==> config.mk <==
export PLATFORM = sky130hd
export DESIGN_NAME = uart_tx_brk
export DESIGN_NICKNAME = d
export VERILOG_FILES = /design/src/rtl/uart_tx_pkg.sv /design/src/rtl/uart_tx_regs.sv /design/src/rtl/uart_tx_shift.sv /design/src/rtl/uart_tx_pin.sv /design/src/rtl/uart_tx_brk.sv
export SDC_FILE = /design/constraint.sdc
export NUM_CORES = 1
export LEC_CHECK = 0
export CORE_ASPECT_RATIO = 1.2
export CORE_MARGIN = 3
export CORE_UTILIZATION = 57
export CTS_BUF_LIST = sky130_fd_sc_hd__clkbuf_8
export CTS_CLUSTER_SIZE = 16
export DETAILED_ROUTE_END_ITERATION = 8
export DONT_BUFFER_PORTS = 1
export GPL_ROUTABILITY_DRIVEN = 1
export PLACE_DENSITY = 0.71
export SYNTH_ARGS = -nofsm -noshare
export SYNTH_HDL_FRONTEND = slang
export SYNTH_SLANG_ARGS = --single-unit
==> constraint.sdc <==
create_clock -name clk -period 3.9 [get_ports clk]
set_input_delay 0.78 -clock clk [delete_from_list [all_inputs] [get_ports clk]]
set_output_delay 0.78 -clock clk [all_outputs]
set_load 0.03 [all_outputs]
==> src/rtl/uart_tx_pkg.sv <==
package uart_tx_pkg;
  typedef enum logic [1:0] {
    A_DATA = 2'd0,
    A_STAT = 2'd1,
    A_CTRL = 2'd2,
    A_PORT = 2'd3
  } reg_addr_e;

  localparam int STAT_FREE_BIT  = 0;
  localparam int STAT_QUIET_BIT = 1;
  localparam int CTRL_EN_BIT    = 0;
  localparam int PORT_LVL_BIT   = 0;
  localparam int PORT_DRV_BIT   = 1;
endpackage

==> src/rtl/uart_tx_regs.sv <==
module uart_tx_regs
  import uart_tx_pkg::*;
#(
  parameter int DATA_W = 8
) (
  input  logic              clk,
  input  logic              rst_n,
  input  logic              bus_wr,
  input  logic              bus_rd,
  input  logic [1:0]        bus_addr,
  input  logic [DATA_W-1:0] bus_wdata,
  output logic [DATA_W-1:0] bus_rdata,
  input  logic              dma_wr,
  input  logic [DATA_W-1:0] dma_wdata,
  input  logic              take,
  input  logic              frame_done,
  output logic              ten,
  output logic [DATA_W-1:0] hold,
  output logic              hold_full,
  output logic              port_lvl,
  output logic              port_drv,
  output logic              tx_req
);
  logic empty, quiet, armed;
  logic commit_cpu, commit_dma, commit;

  assign commit_cpu = ten && empty && armed && bus_wr && (bus_addr == A_STAT)
                      && !bus_wdata[STAT_FREE_BIT];
  assign commit_dma = ten && empty && dma_wr;
  assign commit     = commit_cpu || commit_dma;

  always_ff @(posedge clk) begin
    if (!rst_n) begin
      ten      <= 1'b0;
      empty    <= 1'b1;
      quiet    <= 1'b1;
      armed    <= 1'b0;
      hold     <= '0;
      port_lvl <= 1'b1;
      port_drv <= 1'b0;
    end else begin
      if (bus_wr && bus_addr == A_CTRL) ten <= bus_wdata[CTRL_EN_BIT];
      if (bus_wr && bus_addr == A_PORT) begin
        port_lvl <= bus_wdata[PORT_LVL_BIT];
        port_drv <= bus_wdata[PORT_DRV_BIT];
      end
      if (commit_dma)                                 hold <= dma_wdata;
      else if (bus_wr && bus_addr == A_DATA && empty) hold <= bus_wdata;

      if (!ten) begin
        empty <= 1'b1;
        quiet <= 1'b1;
        armed <= 1'b0;
      end else if (take) begin
        empty <= 1'b1;
        armed <= 1'b0;
      end else if (commit) begin
        empty <= 1'b0;
        quiet <= 1'b0;
        armed <= 1'b0;
      end else begin
        if (bus_rd && bus_addr == A_STAT && empty) armed <= 1'b1;
        if (frame_done && empty)                   quiet <= 1'b1;
      end
    end
  end

  always_comb begin
    bus_rdata = '0;
    case (bus_addr)
      A_DATA: bus_rdata = hold;
      A_STAT: begin
        bus_rdata[STAT_FREE_BIT]  = empty;
        bus_rdata[STAT_QUIET_BIT] = quiet;
      end
      A_CTRL: bus_rdata[CTRL_EN_BIT] = ten;
      default: begin
        bus_rdata[PORT_LVL_BIT] = port_lvl;
        bus_rdata[PORT_DRV_BIT] = port_drv;
      end
    endcase
  end

  assign hold_full = !empty;
  assign tx_req    = empty && ten;

  AST_FULL_WRITE_DROPPED: assert property (@(posedge clk) disable iff (!rst_n)
    (bus_wr && bus_addr == A_DATA && !empty) |=> $stable(hold));
  AST_TAKE_FREES: assert property (@(posedge clk) disable iff (!rst_n)
    take |=> empty);
  AST_OFF_FLAGS_SET: assert property (@(posedge clk) disable iff (!rst_n)
    !ten |=> (empty && quiet));
  AST_HANDOVER_CLEARS_QUIET: assert property (@(posedge clk) disable iff (!rst_n)
    $fell(empty) |-> !quiet);
endmodule

==> src/rtl/uart_tx_shift.sv <==
module uart_tx_shift #(
  parameter int DATA_W     = 8,
  parameter int OVERSAMPLE = 16
) (
  input  logic              clk,
  input  logic              rst_n,
  input  logic              ten,
  input  logic              baud_tick,
  input  logic              hold_full,
  input  logic [DATA_W-1:0] hold,
  output logic              take,
  output logic              frame_done,
  output logic              busy,
  output logic              ser_bit
);
  localparam int FRAME_W = DATA_W + 2;
  localparam int POS_W   = $clog2(FRAME_W);
  localparam int TICK_W  = $clog2(OVERSAMPLE);
  localparam logic [POS_W-1:0]  LAST_POS  = POS_W'(FRAME_W - 1);
  localparam logic [TICK_W-1:0] LAST_TICK = TICK_W'(OVERSAMPLE - 1);

  logic [FRAME_W-1:0] sh;
  logic [POS_W-1:0]   pos;
  logic [TICK_W-1:0]  ticks;
  logic               bit_end;

  assign take       = ten && !busy && hold_full;
  assign bit_end    = busy && baud_tick && (ticks == LAST_TICK);
  assign frame_done = bit_end && (pos == LAST_POS);

  always_ff @(posedge clk) begin
    if (!rst_n) begin
      sh    <= '1;
      pos   <= '0;
      ticks <= '0;
      busy  <= 1'b0;
    end else if (!ten) begin
      pos   <= '0;
      ticks <= '0;
      busy  <= 1'b0;
    end else if (take) begin
      sh    <= {1'b1, hold, 1'b0};
      pos   <= '0;
      ticks <= '0;
      busy  <= 1'b1;
    end else if (busy && baud_tick) begin
      if (bit_end) begin
        ticks <= '0;
        if (pos == LAST_POS) begin
          busy <= 1'b0;
        end else begin
          pos <= pos + 1'b1;
          sh  <= {1'b1, sh[FRAME_W-1:1]};
        end
      end else begin
        ticks <= ticks + 1'b1;
      end
    end
  end

  assign ser_bit = sh[0];

  AST_DONE_ENDS_BUSY: assert property (@(posedge clk) disable iff (!rst_n)
    frame_done |=> !busy);
endmodule

==> src/rtl/uart_tx_pin.sv <==
module uart_tx_pin (
  input  logic ten,
  input  logic busy,
  input  logic ser_bit,
  input  logic port_lvl,
  input  logic port_drv,
  output logic tx_pin
);
  always_comb begin
    if (ten)           tx_pin = busy ? ser_bit : 1'b1;
    else if (port_drv) tx_pin = port_lvl;
    else               tx_pin = 1'b1;
  end
endmodule

==> src/rtl/uart_tx_brk.sv <==
module uart_tx_brk #(
  parameter int DATA_W     = 8,
  parameter int OVERSAMPLE = 16
) (
  input  logic              clk,
  input  logic              rst_n,
  input  logic              baud_tick,
  input  logic              bus_wr,
  input  logic              bus_rd,
  input  logic [1:0]        bus_addr,
  input  logic [DATA_W-1:0] bus_wdata,
  output logic [DATA_W-1:0] bus_rdata,
  input  logic              dma_wr,
  input  logic [DATA_W-1:0] dma_wdata,
  output logic              tx_req,
  output logic              tx_pin
);
  logic              ten, hold_full, port_lvl, port_drv;
  logic              take, frame_done, busy, ser_bit;
  logic [DATA_W-1:0] hold;

  uart_tx_regs #(.DATA_W(DATA_W)) u_regs (
    .clk(clk), .rst_n(rst_n), .bus_wr(bus_wr), .bus_rd(bus_rd),
    .bus_addr(bus_addr), .bus_wdata(bus_wdata), .bus_rdata(bus_rdata),
    .dma_wr(dma_wr), .dma_wdata(dma_wdata), .take(take),
    .frame_done(frame_done), .ten(ten), .hold(hold), .hold_full(hold_full),
    .port_lvl(port_lvl), .port_drv(port_drv), .tx_req(tx_req)
  );

  uart_tx_shift #(.DATA_W(DATA_W), .OVERSAMPLE(OVERSAMPLE)) u_shift (
    .clk(clk), .rst_n(rst_n), .ten(ten), .baud_tick(baud_tick),
    .hold_full(hold_full), .hold(hold), .take(take),
    .frame_done(frame_done), .busy(busy), .ser_bit(ser_bit)
  );

  uart_tx_pin u_pin (
    .ten(ten), .busy(busy), .ser_bit(ser_bit),
    .port_lvl(port_lvl), .port_drv(port_drv), .tx_pin(tx_pin)
  );

  AST_START_BIT_LOW: assert property (@(posedge clk) disable iff (!rst_n)
    (ten && $rose(busy)) |-> !tx_pin);
  AST_IDLE_HIGH: assert property (@(posedge clk) disable iff (!rst_n)
    (ten && !busy) |-> tx_pin);
  AST_BREAK_NEXT_CYCLE: assert property (@(posedge clk) disable iff (!rst_n)
    ($fell(ten) && port_drv && $stable(port_drv) && $stable(port_lvl)) |-> (tx_pin == port_lvl));
endmodule

==> reports/results.txt <==
crit path launch type: input pin
final wirelength: 3260 um
Worst-path clk slew: 0.06 ns
Fin. Hold Viols: 0
Synth cell types: 46
layout cell share with drive strength beyond 1: 12.0%
CP arrival: 1.51 ns
hold crit path type: register to register
status: complete, no violations
design area: 1770 um2
Clock Skews: 0.00396 ns
NetSw: 137 uW
cell with the most instances after synthesis: dfxtp_1
switch share: 22.0%
Diodes inserted: 0
DRT iter0 DRCs: 62
clk sink count: 32
Seq cells post-synth: 32
Die Wd: 56.0 um
Post-CTS Hold Fix Bufs: 0
register area share after synthesis: 37.5%
max-slew violations: 0
CP Capture Type: output pin
Routed Antenna Nets: 0
min cycle time layout: 2.29 ns
Primary FF master, synth: dfxtp_1
Synth top area share: 37.5%
pin count of the biggest net entering global routing: 24
grt ovf: 0
setup_tns: 0 ns
Crit path largest cell delay: 0.40 ns
Post-CTS Setup Bufs: 0
CP Buf/Inv Count: 0
Logic pwr share: 5.5%
area leader, netlist: dfxtp_1
initial antenna violation count: 0
Hold WS: 0.502 ns
Slew @ Worst Pin: 1.14 ns
Core Util, Final: 62.3%
Clk pwr share: 40.2%
Final period util: 58.8%
Pint: 487 uW
CTS resizes: 0
Root Buffer Master: clkbuf_8
Crit path max-delay family: compound AO/OA/AOI/OAI gates
fmax: 436 MHz
H-tree levels: 2
Mapped Area: 1710 um2
global router's overall resource usage: 19.7%
sequential power share: 54.3%
Skew-Pair Late Insertion Delay: 0.28 ns
maximum fanout along the worst path: 8
HPWL after DPL: 2470 um
Post-Syn Area per Cell: 9.04 um2
Peak VDD IR: 0.000226 V
Slowest cell on crit path: a22o_1
Vias: 1318
core area: 2840 um2
Critical Path RT: 3.12 ns
first-pass GRT wire length: 5780 um
first-pass iteration count of the detailed router: 4
Die Span Y: 66.0 um
clk buf depth: 2
critical path class: input pin to output pin
max_cap viols: 0
Cell Rows: 21
top post-synthesis cells by area: dfxtp_1 37%, mux2i_1 7.0%, nor2_1 5.7%
Final Wtd Congestion: 0.836
Via density: 6.05
die area: 3690 um2
commonest cells in the netlist: 32 x dfxtp_1, 26 x nor2_1, 16 x nand2_1
routed length per instance: 15.0 um
Num CTS Buffers: 5
Mapped Cells: 189
total nets after synthesis: 216
Yosys Warn Count: 0
worst path cell trace: nor2_1 > a22o_1
Initial Utilization: 60.2%
number of port buffers: 0
Finish-stage setup viols: 0
Ports: 34
Power Dens Cells: 353 nW/um2
Final Total Pwr: 624 uW
slew margin rel.: 23.9%
final routed DRC violation total: 0
FFs w/ async S/R, synth: 0%
fin nets: 210
Area Growth Syn to Fin: 3.44%
RSZ-0062 raised after global routing: false
placement-stage cell area: 1680 um2
Post-synth EDFFs: 0
leakage power total: 0.000779 uW
vias in the first global route: 1295
CTS tree: yes
-- per-layer routing --
metal | GRT usage [%] | wire (um) | up-vias
met2 | 33.0 | 1640 | 46
met4 | 9.20 | 70 | 0
li1 | - | - | 659
met1 | 23.6 | 1370 | 604
met3 | 5.08 | 187 | 9
met5 | 0 | 0 | -
-- power by group through the flow --
| stage | sequential (uW) | clock, uW | combinational (uW) |
|---|---|---|---|
| after CTS | 339 | 261 | 34.4 |
| after detailed placement | 347 | 0 | 34.3 |
| after global routing | 340 | 276 | 37.5 |
| final | 339 | 251 | 34.3 |
| after floorplan | 344 | 0 | 36.7 |
| after global placement | 346 | 0 | 33.1 |
-- worst paths after layout --
path                    startpoint                to  slack [ns]  depth (start not counted)
hold / removal    u_shift.ticks[1]  u_shift.ticks[1]        0.50                          2
setup / recovery       bus_addr[0]      bus_rdata[1]        1.61                          2
hold reg to reg   u_shift.ticks[1]  u_shift.ticks[1]        0.50                          2
setup reg to reg        u_regs.ten     u_shift.sh[6]        1.82                          3
-- final cells by class --
| type | instances | area (um2) |
|---|---|---|
| Sequential cell | 32 | 641 |
| Tap cell | 34 | 42.5 |
| Clock buffer | 6 | 82.6 |
| Multi-Input combinational cell | 141 | 983 |
| Inverter | 3 | 11.3 |
| Clock inverter | 2 | 7.51 |
| Fill cell | 250 | 1070 |
-- placed cells by master, fill, tap and decap left out, drive strengths merged, types with 2 or more instances in the layout --
cell type	count
a21bo	6
a21oi	5
and2	7
clkbuf	6
dfxtp	32
ha	3
inv	5
mux2i	12
nand2	16
nand3	9
nand4	2
nor2	26
nor2b	2
nor3	6
nor3b	2
o211a	8
o21ai	3
o21bai	2
o22ai	6
o31ai	3
or3	6
xnor2	2
xor2	2
-- kinds of logic (layout without fill, tap and decap cells) --
group           Yosys count  in the layout  share of synthesized area (%)
simple gates             82             82                           26.2
buf+inv                  16             11                           4.98
mux                      14             14                           9.00
compound gates           38             38                           18.1
fa+ha+maj                 3              3                           2.20
flops                    32             32                           37.5
xor+xnor                  4              4                           2.05
-- through the flow --
stage	cells	setup WS (ns)
3_5_place_dp	210	1.61
6_report	218	1.61
2_1_floorplan	189	1.41
4_1_cts	218	1.61
5_1_grt	218	1.53
3_3_place_gp	210	1.64
-- sequential cells by signal (all words and copies together), names as in the netlist --
signal,flops
u_regs.armed,1
u_shift.pos,4
u_shift.sh,9
u_regs.empty,1
u_regs.hold,8
u_regs.quiet,1
u_regs.ten,1
u_shift.busy,1
u_regs.port_drv,1
u_shift.ticks,4
u_regs.port_lvl,1
Note: power is estimated with default switching activity, not from simulation.
